### src/rtl/pirq_pkg.sv
package pirq_pkg;

    // Per-line routing mode reported on line_mode.
    typedef enum logic [1:0] {
        LM_OFF    = 2'b00,
        LM_LEGACY = 2'b01,
        LM_APIC   = 2'b10
    } line_mode_e;

    // Decoded SCI destination.
    typedef struct packed {
        logic       valid;
        logic [4:0] idx;
    } sci_route_t;

    // Control byte bits 2:0 select the SCI output number.
    function automatic sci_route_t sci_decode(input logic [2:0] code);
        sci_route_t r;
        r.valid = 1'b1;
        r.idx   = 5'd0;
        unique case (code)
            3'd0: r.idx = 5'd9;
            3'd1: r.idx = 5'd10;
            3'd2: r.idx = 5'd11;
            3'd4: r.idx = 5'd20;
            3'd5: r.idx = 5'd21;
            default: r.valid = 1'b0;
        endcase
        return r;
    endfunction

endpackage

### src/rtl/pirq_route_regs.sv
module pirq_route_regs #(
    parameter int          N_LINES    = 8,
    parameter int          ADDR_W     = 4,
    parameter logic [7:0]  ROUTE_DFLT = 8'h80,
    parameter logic [7:0]  CTRL_DFLT  = 8'h00
) (
    input  logic                     clk,
    input  logic                     rst_n,
    input  logic                     cfg_we,
    input  logic [ADDR_W-1:0]        cfg_addr,
    input  logic [7:0]               cfg_wdata,
    input  logic                     sci_in,
    output logic [N_LINES-1:0][7:0]  route_q,
    output logic [7:0]               ctrl_q,
    output logic                     sci_q
);
    localparam logic [ADDR_W-1:0] CTRL_ADDR = ADDR_W'(N_LINES);

    logic past_ok;

    always_ff @(posedge clk or negedge rst_n) begin
        if (!rst_n) past_ok <= 1'b0;
        else        past_ok <= 1'b1;
    end

    for (genvar n = 0; n < N_LINES; n++) begin : g_line
        logic [7:0] byte_q;

        always_ff @(posedge clk or negedge rst_n) begin
            if (!rst_n)
                byte_q <= ROUTE_DFLT;
            else if (cfg_we && cfg_addr == ADDR_W'(n))
                byte_q <= cfg_wdata;
        end

        assign route_q[n] = byte_q;

        // Only a write to this line's address may change its byte.
        assert_route_hold_R2: assert property (@(posedge clk) disable iff (!rst_n)
            (past_ok && !($past(cfg_we) && $past(cfg_addr) == ADDR_W'(n)))
            |-> route_q[n] == $past(route_q[n]));
    end

    always_ff @(posedge clk or negedge rst_n) begin
        if (!rst_n)
            ctrl_q <= CTRL_DFLT;
        else if (cfg_we && cfg_addr == CTRL_ADDR)
            ctrl_q <= cfg_wdata;
    end

    always_ff @(posedge clk or negedge rst_n) begin
        if (!rst_n) sci_q <= 1'b0;
        else        sci_q <= sci_in;
    end

    assert_ctrl_hold_R2: assert property (@(posedge clk) disable iff (!rst_n)
        (past_ok && !($past(cfg_we) && $past(cfg_addr) == CTRL_ADDR))
        |-> ctrl_q == $past(ctrl_q));

    assert_sci_store_R7: assert property (@(posedge clk) disable iff (!rst_n)
        past_ok |-> sci_q == $past(sci_in));

endmodule

### src/rtl/pirq_legacy_merge.sv
module pirq_legacy_merge
    import pirq_pkg::*;
#(
    parameter int N_LINES  = 8,
    parameter int N_LEGACY = 16,
    parameter int IRQ_W    = 5,
    parameter int DIS_BIT  = 7
) (
    input  logic                     clk,
    input  logic                     rst_n,
    input  logic [N_LINES-1:0]       pirq_in,
    input  logic [N_LINES-1:0][7:0]  route_q,
    input  logic                     sci_q,
    input  sci_route_t               sci_sel,
    output logic [N_LEGACY-1:0]      legacy_irq,
    output logic [N_LINES-1:0][1:0]  line_mode
);
    localparam int LIDX_W = $clog2(N_LEGACY);

    logic [N_LINES-1:0]             route_on;
    logic [N_LINES-1:0][IRQ_W-1:0]  irq_num;
    logic [N_LINES-1:0]             unused_route;
    logic [N_LEGACY-1:0][N_LINES-1:0] hit;

    for (genvar n = 0; n < N_LINES; n++) begin : g_line
        assign route_on[n]     = ~route_q[n][DIS_BIT];
        assign irq_num[n]      = route_q[n][IRQ_W-1:0];
        assign unused_route[n] = ^route_q[n][DIS_BIT-1:IRQ_W];

        always_comb begin
            line_mode_e m;
            if (!route_on[n])
                m = LM_APIC;
            else if (int'(irq_num[n]) < N_LEGACY)
                m = LM_LEGACY;
            else
                m = LM_OFF;
            line_mode[n] = m;
        end

        assert_legacy_drive_R3: assert property (@(posedge clk) disable iff (!rst_n)
            (line_mode[n] == LM_LEGACY && pirq_in[n])
            |-> legacy_irq[irq_num[n][LIDX_W-1:0]]);
    end

    for (genvar k = 0; k < N_LEGACY; k++) begin : g_out
        for (genvar n = 0; n < N_LINES; n++) begin : g_hit
            assign hit[k][n] = route_on[n] && pirq_in[n] && (irq_num[n] == IRQ_W'(k));
        end
        assign legacy_irq[k] = (|hit[k])
                             | (sci_q && sci_sel.valid && sci_sel.idx == 5'(k));
    end

endmodule

### src/rtl/pirq_apic_map.sv
module pirq_apic_map
    import pirq_pkg::*;
#(
    parameter int N_LINES   = 8,
    parameter int N_APIC    = 24,
    parameter int APIC_BASE = 16
) (
    input  logic                 clk,
    input  logic                 rst_n,
    input  logic [N_LINES-1:0]   pirq_in,
    input  logic                 sci_q,
    input  sci_route_t           sci_sel,
    output logic [N_APIC-1:0]    apic_irq
);
    logic [N_APIC-1:0] sci_hit;
    logic [N_APIC-1:0] line_lvl;

    for (genvar g = 0; g < N_APIC; g++) begin : g_pin
        if (g >= APIC_BASE && g < APIC_BASE + N_LINES) begin : g_line
            assign line_lvl[g] = pirq_in[g-APIC_BASE];
        end else begin : g_none
            assign line_lvl[g] = 1'b0;
        end
        assign sci_hit[g]  = sci_q && sci_sel.valid && sci_sel.idx == 5'(g);
        assign apic_irq[g] = line_lvl[g] | sci_hit[g];
    end

    for (genvar n = 0; n < N_LINES; n++) begin : g_chk
        assert_apic_follow_R5: assert property (@(posedge clk) disable iff (!rst_n)
            pirq_in[n] |-> apic_irq[APIC_BASE+n]);
    end

    // A reserved SCI code leaves the pins below the line block quiet.
    assert_sci_reserved_R6: assert property (@(posedge clk) disable iff (!rst_n)
        !sci_sel.valid |-> apic_irq[APIC_BASE-1:0] == '0);

endmodule

### src/rtl/pirq_router.sv
module pirq_router
    import pirq_pkg::*;
#(
    parameter int N_LINES   = 8,
    parameter int N_LEGACY  = 16,
    parameter int N_APIC    = 24,
    parameter int ADDR_W    = 4,
    parameter int IRQ_W     = 5,
    parameter int DIS_BIT   = 7
) (
    input  logic                   clk,
    input  logic                   rst_n,
    input  logic                   cfg_we,
    input  logic [ADDR_W-1:0]      cfg_addr,
    input  logic [7:0]             cfg_wdata,
    input  logic [N_LINES-1:0]     pirq_in,
    input  logic                   sci_in,
    output logic [N_LEGACY-1:0]    legacy_irq,
    output logic [N_APIC-1:0]      apic_irq,
    output logic [2*N_LINES-1:0]   line_mode
);
    localparam int APIC_BASE = N_LEGACY;

    logic [N_LINES-1:0][7:0] route_q;
    logic [7:0]              ctrl_q;
    logic                    sci_q;
    sci_route_t              sci_sel;
    logic [N_LINES-1:0][1:0] mode_w;
    logic                    unused_ctrl;

    pirq_route_regs #(
        .N_LINES (N_LINES),
        .ADDR_W  (ADDR_W)
    ) u_regs (
        .clk       (clk),
        .rst_n     (rst_n),
        .cfg_we    (cfg_we),
        .cfg_addr  (cfg_addr),
        .cfg_wdata (cfg_wdata),
        .sci_in    (sci_in),
        .route_q   (route_q),
        .ctrl_q    (ctrl_q),
        .sci_q     (sci_q)
    );

    assign sci_sel     = sci_decode(ctrl_q[2:0]);
    assign unused_ctrl = ^ctrl_q[7:3];

    pirq_legacy_merge #(
        .N_LINES  (N_LINES),
        .N_LEGACY (N_LEGACY),
        .IRQ_W    (IRQ_W),
        .DIS_BIT  (DIS_BIT)
    ) u_legacy (
        .clk        (clk),
        .rst_n      (rst_n),
        .pirq_in    (pirq_in),
        .route_q    (route_q),
        .sci_q      (sci_q),
        .sci_sel    (sci_sel),
        .legacy_irq (legacy_irq),
        .line_mode  (mode_w)
    );

    assign line_mode = mode_w;

    pirq_apic_map #(
        .N_LINES   (N_LINES),
        .N_APIC    (N_APIC),
        .APIC_BASE (APIC_BASE)
    ) u_apic (
        .clk      (clk),
        .rst_n    (rst_n),
        .pirq_in  (pirq_in),
        .sci_q    (sci_q),
        .sci_sel  (sci_sel),
        .apic_irq (apic_irq)
    );

    // No line level and no stored SCI: every legacy input must be low.
    assert_legacy_idle_R3: assert property (@(posedge clk) disable iff (!rst_n)
        (pirq_in == '0 && !sci_q) |-> legacy_irq == '0);

endmodule

### config.mk
export PLATFORM = sky130hd
export DESIGN_NAME = pirq_router
export DESIGN_NICKNAME = d
export VERILOG_FILES = /design/src/rtl/pirq_pkg.sv /design/src/rtl/pirq_route_regs.sv /design/src/rtl/pirq_legacy_merge.sv /design/src/rtl/pirq_apic_map.sv /design/src/rtl/pirq_router.sv
export SDC_FILE = /design/constraint.sdc
export NUM_CORES = 1
export LEC_CHECK = 0
export ABC_AREA = 1
export ABC_CLOCK_PERIOD_IN_PS = 5100
export BUFFER_PORTS_ARGS = -buffer_cell sky130_fd_sc_hd__buf_2
export CORE_MARGIN = 8
export CORE_UTILIZATION = 45
export DETAILED_ROUTE_END_ITERATION = 12
export PLACE_DENSITY = 0.71
export SYNTH_ARGS = -nofsm -noshare
export SYNTH_HDL_FRONTEND = slang
export SYNTH_HIERARCHICAL = 1
export SYNTH_SLANG_ARGS = --single-unit
### constraint.sdc
create_clock -name clk -period 5.1 [get_ports clk]
set_clock_uncertainty 0.2 [all_clocks]
set_input_delay 0.255 -clock clk [delete_from_list [all_inputs] [get_ports clk]]
set_output_delay 0.255 -clock clk [all_outputs]
set_load 0.02 [all_outputs]
==> run summary, run 1 <==
status: completed
crit path from: u_regs/ctrl_q[2]$_DFFE_PN0P_
CP most frequent cell: nor2_1
Synthesized Nets: 845
Core ar.: 0.0102 sq mm
CTS HTree Levels: 2
area of placed instances: 0.00502 sq mm
maximum VDD drop: 241 uV
largest stage delay on the critical path: 590 ps
Pwr Density: 349 mW/mm^2
Setup TNS: 0 ps
Via density: 5.04
Final setup viols: 0
post-DR wirelength/cell: 13.7 um
Max Cap Violations: 0
Mapped Cells: 821
Slew Limit Fails: 0
CTS root buf: clkbuf_8
initial DRC count: 461
worst reg2reg path startpoint: u_regs/g_line[6].byte_q[7]$_DFFE_PN1P_
CTS resizes: 0
Detailed Place HPWL: 11000 um
Worst setup EP type: output port
Yosys Warn Count: 6
hold_sp: cfg_wdata[7]
CP required: 4640 ps
WP buf/inv: 3
vias in the first global route: 4573
clk_lat worst skew: 300 ps
DRC: 0
crit path cell chain: inv_1 > nor2_1 > inv_1 > nor2_1 > nand3_1 > nand3_1 > nor2_1 > nand2_1 > buf_2
Final ANT Viol Nets: 0
Mean Syn Cell Area: 5.65 sq um
Die ar.: 0.0138 sq mm
initial core utilization: 45.5%
Achievable Freq: 362 MHz
Routed WL: 13900 um
Startpoint Class: flop
final hold vios: 0
die width: 118 um
Final period util: 54.2%
Port Buffer Count: 77
Crit-path slowest cell: nor2_1
initial antenna violation count: 0
Critical Path AT: 2310 ps
Static Leak: 2.92 nW
Slew @ Worst Pin: 859 ps
Die Ht: 118 um
Core Util, Final: 51.0%
CTS tree: built
Placer Congestion: 1.01
share of layout cells above drive strength 1: 13.4%
CTS sink cnt: 52
pin count of the biggest net entering global routing: 53
placed cells: 1004
Netlist Area Pre-Place: 0.00464 sq mm
row count: 37
minimum clock period: 2760 ps
area grow syn2layout: 12.0%
post-route design area: 0.00519 sq mm
critical path fanouts, max: 13
GR Overflow Total: 0
Layout Cells excl Fill: 1014
slew margin rel.: 42.5%
Worst Setup Path Type: flop to output port
first-pass GRT wire length: 22700 um
IO Count: 80
gr usage total: 19.7%
n_diodes: 0
DRT Pass-1 Iters: 5
Total Power: 1.82 mW
TritonCTS buffer count: 5
Worst-path clk slew: 90 ps
RSZ-0062 raised after global routing: false
# nets final: 901
delay-heaviest family, CP: simple AND/OR/NAND/NOR gates
Clock Path Buffers: 2
total vias in the final route: 5111
HP Class: input pin to flop
[flip-flops by register name, indices dropped and copies added (netlist names)]
| signal | cells |
|---|---|
| u_regs/ctrl_q | 3 |
| u_regs/g_line.byte_q | 48 |
| u_regs/sci_q | 1 |
[path summary, 6_finish.rpt]
| check | end | cells after the start | slack [ps] |
|---|---|---|---|
| min reg2reg | u_regs/g_line[0].byte_q[7]$_DFFE_PN1P_ | 2 | 280 |
| max | legacy_irq[5] | 9 | 2340 |
| max in group asynchronous | u_regs/g_line[2].byte_q[0]$_DFFE_PN0P_ | 3 | 3880 |
| max reg2reg | u_regs/g_line[6].byte_q[7]$_DFFE_PN1P_ | 3 | 3990 |
| min | u_regs/g_line[4].byte_q[7]$_DFFE_PN1P_ | 3 | 20 |
| min in group asynchronous | u_regs/g_line[4].byte_q[4]$_DFFE_PN0P_ | 3 | 390 |
[worst min-delay path, delay by kind of cell]
family / cells / cell delay (ps)
buf+inv: 1 / 150
simple gates: 2 / 120
[power by group]
group          internal, mW  switching [mW]  leakage [nW]
Sequential            0.508          0.0991         0.634
Combinational         0.234           0.595          2.21
Clock                 0.245           0.133        0.0784
Total                 0.988           0.828          2.92
[what timing repair did]
item / CTS / global route
setup buffers: 0 / 0
hold endpoints to repair: 45 / 0
hold buffers: 2 / 0
[metrics by stage]
| step | hold WS, ps | worst slack, ps |
|---|---|---|
| floorplan | -241 | 2990 |
| global placement | 175 | 2730 |
| detailed placement | 169 | 2700 |
| CTS | 23.1 | 2380 |
| global route | 32.6 | 2120 |
| finish | 22.6 | 2340 |
[cells in the final DEF, fill, tap and decap left out]
cell type / n
nand2_1: 331
nor2_1: 160
inv_1: 89
buf_2: 77
nand3_1: 75
dfrtp_1: 44
nand4_1: 30
nor3_1: 15
o21bai_1: 12
dfstp_2: 8
nor2_2: 6
clkbuf_8: 5
nand2_2: 5
nor2_4: 5
bufinv_16: 3
nor3b_4: 3
dlygate4sd3_1: 2
or2_2: 2
buf_4: 2
a21oi_1: 1
nand3_2: 1
nor3_4: 1
clkinv_1: 1
[layout make-up]
| type | instances | area, sq um |
|---|---|---|
| clock buffer | 5 | 68.8 |
| clock inverter | 3 | 90.1 |
| fill | 1098 | 4990 |
| inverter | 90 | 338 |
| multi-input combinational | 647 | 2800 |
| sequential | 52 | 1310 |
| tap | 136 | 170 |
| timing repair buffer | 81 | 420 |
[routing by layer]
metal | global-route usage, % | share of wire, % | up-vias
met5 | 0 | 0 | -
met4 | 6.33 | 2.0 | 0
met3 | 2.35 | 6.5 | 18
met2 | 30.3 | 44 | 158
met1 | 28.0 | 48 | 2291
li1 | - | - | 2644
(Power assumes the default switching activity.)
==> run 2: changes to the inputs <==
--- a/config.mk
+++ b/config.mk
@@ -6,7 +6,7 @@
 export NUM_CORES = 1
 export LEC_CHECK = 0
 export ABC_AREA = 1
-export ABC_CLOCK_PERIOD_IN_PS = 5100
+export ABC_CLOCK_PERIOD_IN_PS = 2880
 export BUFFER_PORTS_ARGS = -buffer_cell sky130_fd_sc_hd__buf_2
 export CORE_MARGIN = 8
 export CORE_UTILIZATION = 45
==> constraint.sdc (replaced) <==
create_clock -name clk -period 2.88 [get_ports clk]
set_clock_uncertainty 0.2 [all_clocks]
set_input_delay 0.144 -clock clk [delete_from_list [all_inputs] [get_ports clk]]
set_output_delay 0.144 -clock clk [all_outputs]
set_load 0.02 [all_outputs]
==> run summary, run 2 (synthesized netlist as in run 1, its figures left out) <==
status: completed (unchanged)
Placer Congestion: 0.939 (was 1.01)
initial core utilization: 45.5% (unchanged)
Crit-path slowest cell: dfrtp_1 (was nor2_1)
dpl ws: 799 ps (was 2700 ps)
Die Ht: 118 um (unchanged)
CP required: 2540 ps (was 4640 ps)
CP most frequent cell: nand2_1 (was nor2_1)
CTS resizes: 0 (unchanged)
Via density: 5.09 (was 5.04)
first-pass GRT wire length: 23300 um (was 22700 um)
Clock Path Buffers: 2 (unchanged)
CTS root buf: clkbuf_8 (unchanged)
Routed WL: 14100 um (was 13900 um)
share of layout cells above drive strength 1: 13.8% (was 13.4%)
RSZ-0062 raised after global routing: false (unchanged)
Max Cap Violations: 0 (unchanged)
gr usage total: 20.2% (was 19.7%)
vias in the first global route: 4643 (was 4573)
Top Layer Used: met4 (unchanged)
crit path cell chain: inv_1 > nand2_1 > nand2_1 > nand2_1 > nor2_2 > nand3_1 > nand3_1 > nor2_1 > nand2_1 > buf_2 (was inv_1 > nor2_1 > inv_1 > nor2_1 > nand3_1 > nand3_1 > nor2_1 > nand2_1 > buf_2)
Slew @ Worst Pin: 730 ps (was 859 ps)
Final setup viols: 0 (unchanged)
initial DRC count: 506 (was 461)
post-DR wirelength/cell: 13.6 um (was 13.7 um)
minimum clock period: 2460 ps
initial antenna violation count: 0 (unchanged)
crit path from: u_regs/ctrl_q[2]$_DFFE_PN0P_ (unchanged)
maximum VDD drop: 374 uV (was 241 uV)
clk_lat worst skew: 300 ps (about the same)
# nets final: 919 (was 901)
number of flip-flops in the largest register: 48 (unchanged)
worst reg2reg path startpoint: u_regs/g_line[5].byte_q[7]$_DFFE_PN1P_ (was u_regs/g_line[6].byte_q[7]$_DFFE_PN1P_)
Static Leak: 2.97 nW (was 2.92 nW)
Worst Setup Path Type: flop to output port (unchanged)
HP Class: input pin to flop (unchanged)
most common cell after layout, fill and taps aside: nand2_1 (unchanged)
post-route design area: 0.00530 sq mm (was 0.00519 sq mm)
DRC: 0 (unchanged)
Final period util: 85.3%
largest stage delay on the critical path: 410 ps (was 590 ps)
Achievable Freq: 407 MHz
row count: 37 (unchanged)
area of placed instances: 0.00507 sq mm (was 0.00502 sq mm)
final hold vios: 0 (unchanged)
postcts setup bufs: 0 (unchanged)
CTS tree: built (unchanged)
delay-heaviest family, CP: simple AND/OR/NAND/NOR gates (unchanged)
PnR worst setup slack: 423 ps (was 2340 ps)
top flop regs: u_regs/g_line.byte_q: 48 flops, u_regs/ctrl_q: 3 flops, u_regs/sci_q: 1 flops (unchanged)
Detailed Place HPWL: 11100 um (was 11000 um)
Core ar.: 0.0102 sq mm (unchanged)
Worst-path clk slew: 90 ps (about the same)
Slew Limit Fails: 0 (unchanged)
most frequent cells in the layout: nand2_1, nor2_1, inv_1 (unchanged)
DRT Pass-1 Iters: 5 (unchanged)
Port Buffer Count: 77 (unchanged)
Critical Path AT: 2110 ps (was 2310 ps)
GR Overflow Total: 0 (unchanged)
CTS HTree Levels: 2 (unchanged)
hold_sp: cfg_we (was cfg_wdata[7])
Setup TNS: 0 ps (unchanged)
Met1 Routed Length: 6650 um (was 6630 um)
TritonCTS buffer count: 5 (unchanged)
Startpoint Class: flop (unchanged)
slew margin rel.: 51.3% (was 42.5%)
pin count of the biggest net entering global routing: 32 (was 53)
Pwr Density: 569 mW/mm^2 (was 349 mW/mm^2)
Worst setup EP type: output port (unchanged)
WP buf/inv: 2 (was 3)
die width: 118 um (unchanged)
Final ANT Viol Nets: 0 (unchanged)
total vias in the final route: 5256 (was 5111)
area grow syn2layout: 14.2% (was 12.0%)
IO Count: 80 (unchanged)
n_diodes: 0 (unchanged)
met2 routed WL: 6120 um (was 6070 um)
setup slack, reg-to-reg: 1790 ps (was 3990 ps)
Reg with most FFs: u_regs/g_line.byte_q (unchanged)
Die ar.: 0.0138 sq mm (unchanged)
critical path fanouts, max: 14 (was 13)
Post-CTS Hold Buffers: 13 (was 2)
CTS sink cnt: 52 (unchanged)
met3 wire len: 929 um (was 895 um)
run 2: changes by cell type in the layout (fill, tap and decap cells not counted):
cell and delta:
buf_4 +7, bufinv_16 -3, clkbuf_1 +1, clkbuf_8 +2
dlygate4sd3_1 +11
run 2: cell type report:
cell class	instances	area (sq um)
clock buffer	8	100
sequential	52	1310
timing repair buffer	99	583
inverter	90	338
tap	136	170
multi-input combinational	647	2800
fill	1085	4890
run 2: power by group:
group / internal, mW / switching (mW) / total, mW
registers: 0.901 / 0.177 / 1.08
clock network: 0.220 / 0.229 / 0.448
logic: 0.436 / 1.05 / 1.49
total: 1.56 / 1.46 / 3.01
run 2: per-stage QoR:
step	power, mW	cells	hold WS, ps	util (%)
finish	3.01	1032	144	52.0
global route	3.27	1032	165	52.0
CTS	3.01	1032	130	52.0
detailed placement	2.54	1011	-33.5	49.8
global placement	2.53	1011	-38.1	49.8
floorplan	2.15	821	-352	-
run 2: path summary, 6_finish.rpt:
check	to	cells past startpoint
setup / recovery	legacy_irq[8]	10
hold / removal	u_regs/g_line[1].byte_q[7]$_DFFE_PN1P_	4
setup reg to reg	u_regs/g_line[5].byte_q[7]$_DFFE_PN1P_	3
hold reg to reg	u_regs/g_line[7].byte_q[7]$_DFFE_PN1P_	2
max in group asynchronous	u_regs/g_line[5].byte_q[2]$_DFFE_PN0P_	3
min in group asynchronous	u_regs/g_line[7].byte_q[4]$_DFFE_PN0P_	2
run 2: per-layer routing:
layer	up-vias	GRT usage (%)
met1	2354	28.7
met3	24	2.35
met4	0	7.37
li1	2677	-
met5	-	0
met2	201	30.8
run 2: worst min-delay path, delay by kind of cell:
kind	cells	cell delay, ps
buffers and inverters	2	330
AND/OR/NAND/NOR	2	180
